File: src/rtl/bps_pkg.sv
// Shared types for the bipolar pulse scheduler.
package bps_pkg;
    // Rail served by a charge pulse; the encoding is also the tgt_pos value.
    typedef enum logic {
        RAIL_NEG = 1'b0,
        RAIL_POS = 1'b1
    } rail_e;
endpackage

File: src/rtl/bps_phase_ctr.sv
// Period phase counter.
// Counts 0..2*HALF_CYC-1 on the main clock from reset release and flags the
// decision clock (last of the period) and the second half.
// Assumes HALF_CYC >= 1.
module bps_phase_ctr #(
    parameter int HALF_CYC = 2
) (
    input  logic clk,
    input  logic rst_n,
    output logic last_cyc,
    output logic second_half
);
    localparam int PERIOD = 2 * HALF_CYC;
    localparam int CW     = (PERIOD > 1) ? $clog2(PERIOD) : 1;

    logic [CW-1:0] cnt;

    // Advance the phase, wrapping at the end of each period.
    always_ff @(posedge clk) begin
        if (!rst_n)        cnt <= '0;
        else if (last_cyc) cnt <= '0;
        else               cnt <= cnt + CW'(1);
    end

    assign last_cyc    = (cnt == CW'(PERIOD - 1));
    assign second_half = (cnt >= CW'(HALF_CYC));
endmodule

File: src/rtl/bps_rail_arbiter.sv
// Rail arbiter (combinational).
// Decides whether the next period carries a pulse and for which rail.
// Assumes its result is used only on the decision clock.
module bps_rail_arbiter
    import bps_pkg::*;
(
    input  logic  en,
    input  logic  zc_idle,
    input  logic  req_neg,
    input  logic  req_pos,
    input  logic  pos_en,
    input  rail_e last_rail,
    output logic  start,
    output rail_e pick
);
    logic want_n;
    logic want_p;

    // Mask the positive request and gate on enable plus zero current.
    always_comb begin
        want_n = req_neg;
        want_p = req_pos & pos_en;
        start  = en & zc_idle & (want_n | want_p);
    end

    // Choose the rail; contention goes to the rail not served last.
    always_comb begin
        if (want_n && want_p)
            pick = (last_rail == RAIL_POS) ? RAIL_NEG : RAIL_POS;
        else if (want_p)
            pick = RAIL_POS;
        else
            pick = RAIL_NEG;
    end
endmodule

File: src/rtl/bps_gate_drive.sv
// Pulse state and gate decode.
// Latches the decision at each period boundary and decodes both switch
// controls from the held rail and the phase half. The held rail doubles as
// the last-served memory, reset to positive so the negative rail wins the
// first contention.
module bps_gate_drive
    import bps_pkg::*;
(
    input  logic  clk,
    input  logic  rst_n,
    input  logic  last_cyc,
    input  logic  second_half,
    input  logic  start,
    input  rail_e pick,
    output logic  gate_n,
    output logic  gate_p,
    output logic  tgt_pos,
    output rail_e last_rail
);
    logic  active;
    rail_e rail;

    // Commit the next period's plan only at the boundary.
    always_ff @(posedge clk) begin
        if (!rst_n) begin
            active <= 1'b0;
            rail   <= RAIL_POS;
        end else if (last_cyc) begin
            active <= start;
            if (start) rail <= pick;
        end
    end

    // Both switches on in the first half; in the second half the one for the target rail stays on.
    always_comb begin
        gate_n  = active & (!second_half | (rail == RAIL_NEG));
        gate_p  = active & (!second_half | (rail == RAIL_POS));
        tgt_pos = active & (rail == RAIL_POS);
    end

    assign last_rail = rail;
endmodule

File: src/rtl/bipolar_pulse_sched.sv
// Bipolar rail charge-pulse scheduler (top).
// One charge pulse per period of 2*HALF_CYC main clocks. The rails alternate
// or are skipped, and empty periods are inserted while the inductor is not at
// zero current. Inputs are assumed synchronous to clk.
module bipolar_pulse_sched
    import bps_pkg::*;
#(
    parameter int HALF_CYC = 2
) (
    input  logic clk,
    input  logic rst_n,
    input  logic en,
    input  logic req_neg,
    input  logic req_pos,
    input  logic pos_en,
    input  logic zc_idle,
    output logic gate_n,
    output logic gate_p,
    output logic tgt_pos
);
    logic  last_cyc;
    logic  second_half;
    logic  start;
    rail_e pick;
    rail_e last_rail;

    bps_phase_ctr #(.HALF_CYC(HALF_CYC)) i_phase (
        .clk         (clk),
        .rst_n       (rst_n),
        .last_cyc    (last_cyc),
        .second_half (second_half)
    );

    bps_rail_arbiter i_arb (
        .en        (en),
        .zc_idle   (zc_idle),
        .req_neg   (req_neg),
        .req_pos   (req_pos),
        .pos_en    (pos_en),
        .last_rail (last_rail),
        .start     (start),
        .pick      (pick)
    );

    bps_gate_drive i_drive (
        .clk         (clk),
        .rst_n       (rst_n),
        .last_cyc    (last_cyc),
        .second_half (second_half),
        .start       (start),
        .pick        (pick),
        .gate_n      (gate_n),
        .gate_p      (gate_p),
        .tgt_pos     (tgt_pos),
        .last_rail   (last_rail)
    );
endmodule

File: config.mk
export PLATFORM = sky130hd
export DESIGN_NAME = bipolar_pulse_sched
export DESIGN_NICKNAME = d
export VERILOG_FILES = /design/src/rtl/bps_pkg.sv /design/src/rtl/bps_phase_ctr.sv /design/src/rtl/bps_rail_arbiter.sv /design/src/rtl/bps_gate_drive.sv /design/src/rtl/bipolar_pulse_sched.sv
export SDC_FILE = /design/constraint.sdc
export NUM_CORES = 1
export LEC_CHECK = 0
export CAP_MARGIN = 20
export CORE_AREA = 2 2 39 41
export CTS_BUF_LIST = sky130_fd_sc_hd__clkbuf_2 sky130_fd_sc_hd__clkbuf_4 sky130_fd_sc_hd__clkbuf_8
export CTS_CLUSTER_SIZE = 24
export DETAILED_ROUTE_END_ITERATION = 10
export DIE_AREA = 0 0 41 43
export PLACE_DENSITY_LB_ADDON = 0.1
export SLEW_MARGIN = 10
export SYNTH_ARGS = -nofsm -noshare
export SYNTH_HDL_FRONTEND = slang
export SYNTH_SLANG_ARGS = --single-unit
File: constraint.sdc
create_clock -name clk -period 2 [get_ports clk]
set_input_delay 0.3 -clock clk [delete_from_list [all_inputs] [get_ports clk]]
set_output_delay 0.3 -clock clk [all_outputs]
set_load 0.005 [all_outputs]
# Yosys cells after proc, flatten, opt, wreduce, memory -nomap -nowiden
# Index checks and enable logic that the tools add are counted.
[op_classes] addsub=1 n_lt_le_gt_ge=1 eq_ne=1 n_mux=3 bitwise=11 n_reduce_logical=4
[ops] op="bitwise AND 1 bit" count=6
[ops] op="two-way mux 1 bit" count=3
[ops] op="bitwise OR 1 bit" count=3
[ops] op="adder 2 x 1 -> 2 bit, second input constant" count=1
[ops] op="== test 2 bit, second input constant" count=1
[ops] op=">= comparator 2 bit, second input constant" count=1
[ops] op="inverter 1 bit" count=2
[ops] op="AND reduction 2 bit" count=1
[ops] op="OR reduction 2 bit" count=1
[ops] op="logical AND 1 bit" count=1
[ops] op="zero test 1 bit" count=1
[word_totals] register_bits=4 inputBits=7 out_inout_bits=3 elab_cells=24

# Logic depth before layout (Yosys ltp)
[logic_depth] ltp_word=4 depth_mapped=5 ltp_nobuf=5

# Hierarchy
# From an unflattened synthesis, not the netlist that was laid out.
[hier_totals] cells_unflattened=24 hier_area_um2=219.0
[modules_own_cells] mod="bps_gate_drive" n_inst=1 cells_per_inst=11 area_each_um2=103.8 seq_area_each_um2=40.0
[modules_own_cells] mod="bps_phase_ctr" n_inst=1 cells_per_inst=8 area_each_um2=90.1 seq_area_each_um2=40.0
[modules_own_cells] mod="bps_rail_arbiter" n_inst=1 cells_per_inst=5 area_each_um2=25.0 seq_area_each_um2=0.0

# Worst setup path after synthesis
# No wires, ideal clock.
[synth_timing] kind="reg2out" from="reg i_phase.cnt[0]" to="out gate_n" arrival_ns=0.824 t_required_ns=1.700 setup_slack_ns=0.876 stages_incl_launch_ff=6 path_buffers=0 path_cell_list="dfxtp_1 inv_1 ha_1 nor2_1 nor2b_1 nor2_1"
[synth_between] elab_chain_cells=4
[synth_lines] item="start: declaration" line_no="bps_phase_ctr.sv:16" source="logic [CW-1:0] cnt;"
[synth_lines] item="start signal: assignment" line_no="bps_phase_ctr.sv:22" source="else cnt <= cnt + CW'(1);"
[synth_lines] item=">= comparator 2 bit" line_no="bps_phase_ctr.sv:26" source="assign second_half = (cnt >= CW'(HALF_CYC));"
[synth_lines] item="zero test 1 bit" line_no="bps_gate_drive.sv:36" source="gate_n = active & (!second_half | (rail == RAIL_NEG));"
[synth_lines] item="bitwise OR 1 bit" line_no="bps_gate_drive.sv:36"
[synth_lines] item="bitwise AND 1 bit" line_no="bps_gate_drive.sv:36"
[synth_lines] item="end: declaration" line_no="bipolar_pulse_sched.sv:17" source="output logic gate_n,"
# No other way between the ends.

# Worst setup path after layout
# Ends and elaborated chain as after synthesis.

==> metrics.txt <==
status=finished clean; synthesized-area fraction occupied by adder cells=0.1235; Setup Buffers After CTS=0; DRC errors left=0; drt via density=3.792; crit path capture type=output port; antenna fix cells=0; worst skew pair latency=0.24 ns; Max stage delay cell, worst path=clkdlybuf4s50_1; Rel. slew slack=0.8641; die width=41 um; Layout area overhead=66.67%; Syn Nets=34; via count=201; Avg Cell Area, Syn=8.108 um^2; Crit Path Max Fanout=3; R2R Setup Slk=0.96 ns; xor/xnor cell area share of the yosys netlist=0; Detail Route Antenna Nets=0; number of global-route vias before repair=193; Max IR drop VDD=0.3726 mV; Die ar.=0.001763 mm^2; overall power=226.3 uW; largest net degree at the start of global routing=6; Power Dens Cells=670.0 mW/mm^2; Layout Cells excl Fill=53; Post-Place Setup Slack=0.3252 ns; port buffer count=9; final setup vio count=0; Worst Max-Slew Pin Slew=0.2007 ns; layout cells sized above 1=0.1351; FMAX=532.5 MHz; core footprint=0.001384 mm^2; minimum clock period=1.878 ns; io pins=10; post-CTS sizing=0; Worst EP required=1.70 ns; Hold Crit Class=flip-flop to flip-flop; wire length per cell=7.774 um; clk sinks=4; final setup TNS=0 ns; worst-path cell chain=inv_1 -> ha_1 -> nor2_2 -> nor2b_1 -> nor2_1 -> clkdlybuf4s50_1; initial antenna violation count=0; CP top delay family=buffers and inverters; Post-DP HPWL=353.5 um; Remaining Overflow, GRT=0; Seq cells post-synth=4; Crit Path Category=flip-flop to output port; # hold bufs at CTS=0; DR pass1 iterations=2; Max-Cap Viols=0; clock buffer depth=2; fin worst setup slack=0.1219 ns; 1st-iter DRT viols=1; commonest non-fill, non-tap cell in the layout=clkdlybuf4s50_1; register area share after synthesis=0.3951; TritonCTS clock tree=built; Clock transition at path regs=0.03 ns; Slew Limit Fails=0; wire length of the first global-routing pass=696 um; cell row count=14; clock skew=0.002446 ns; multiplexer area fraction after synthesis=0; share of the synthesized area in the top cell type=0.3951; Fin. Hold Viols=0; LEAKAGE=0.0001391 uW; CP peak stage delay=0.50 ns; Arr. time, crit path=1.58 ns; WP buf/inv=2; routability cong.=0.6286; Initial Util=0.1465; Mapped Area=202.7 um^2; CTS H-tree lvls=1; compound-gate portion of the synthesized area=0.1235; most frequent cells in the layout=clkdlybuf4s50_1 (9), nor2_1 (5), dfxtp_1 (4); Yosys Warn Count=0; Tcrit/Tclk final=0.9390; Post-Synth Simple-Gate Area=0.3025; Root Buffer=clkbuf_4; Filler cells=159; total wire length=412 um; largest area contributor in the netlist=dfxtp_1; # nets final=48; Mapped Cells=25; clock buffer count from CTS=3; setup repair after global routing missed its margin=false; CP startpoint kind=flip-flop; Synth area leaders=dfxtp_1 (40%), ha_1 (12%), nor2_1 (11%), and2_1 (6.2%), inv_1 (5.6%); main combinational cell family by area after synthesis=simple AND/OR/NAND/NOR gates; total track usage=0.06827; Die Y=43 um; post-synth cell types=13; DP Cell Count=50
## Yosys cell counts
| master | count |
|---|---|
| o21ai_0 | 1 |
| a21oi_1 | 1 |
| nor2b_1 | 1 |
| inv_1 | 3 |
| and2_1 | 2 |
| o311ai_1 | 1 |
| nor2_1 | 6 |
| nand3_2 | 1 |
| dfxtp_1 | 4 |
| nand2b_1 | 1 |
| o22ai_1 | 1 |
| nand2_1 | 1 |
| ha_1 | 2 |
## where the power goes
group	leakage [uW]	switching (uW)	internal [uW]
logic	0.0000924	14.1	21.6
clock network	0.0000138	32.6	67.1
registers	0.0000328	4.85	86.1
## routing by layer
metal  vias to the layer above  routed length, um  track usage
met5                         -                  0            0
li1                        105                  -            -
met4                         0                  8      0.06000
met3                         2                 37      0.07853
met2                         5                214      0.08438
met1                        89                151      0.05466
## cells by family after synthesis
| group | after synthesis |
|---|---|
| compound gates | 4 |
| fa+ha+maj | 2 |
| buf+inv | 3 |
| flops | 4 |
| simple gates | 12 |
## through the flow
stage,area [um^2],hold slack (ns),utilization
6_report,337.8,0.4489,0.2441
5_1_grt,337.8,0.4954,0.2441
4_1_cts,335.3,0.4529,0.2423
3_5_place_dp,312.8,0.4482,0.2260
3_3_place_gp,312.8,0.4322,0.2260
2_1_floorplan,202.7,0.3784,-
## worst paths after layout
path / from / endpoint / depth (start not counted)
worst max-delay path: i_phase.cnt[0]$_SDFF_PP0_ / gate_n / 6
worst min-delay path: i_phase.cnt[0]$_SDFF_PP0_ / i_phase.cnt[0]$_SDFF_PP0_ / 1
worst max register to register: i_phase.cnt[1]$_SDFF_PP0_ / i_drive.last_rail$_SDFFE_PN1P_ / 4
worst min register to register: i_phase.cnt[0]$_SDFF_PP0_ / i_phase.cnt[0]$_SDFF_PP0_ / 1
## worst reg2reg max path, delay by kind of cell, from the launching register on
kind	cells	cell delay [ns]
compound gates	2	0.26
flops	1	0.36
simple gates	1	0.09
fa+ha+maj	1	0.21
## layout make-up
cell class	count	area (um^2)	share of cell area
clock buffer	3	22.52	0.06667
inverter	3	11.26	0.03333
multi-input combinational	18	113.9	0.3370
sequential	4	80.08	0.2370
tap	16	20.02	0.05926
timing repair buffer	9	90.09	0.2667
## state kept, by name, summed over array words and instances, names as in the netlist
name               flops
i_drive.last_rail      1
i_phase.cnt            2
i_drive.active         1
Note: power is estimated with default switching activity, not from simulation.
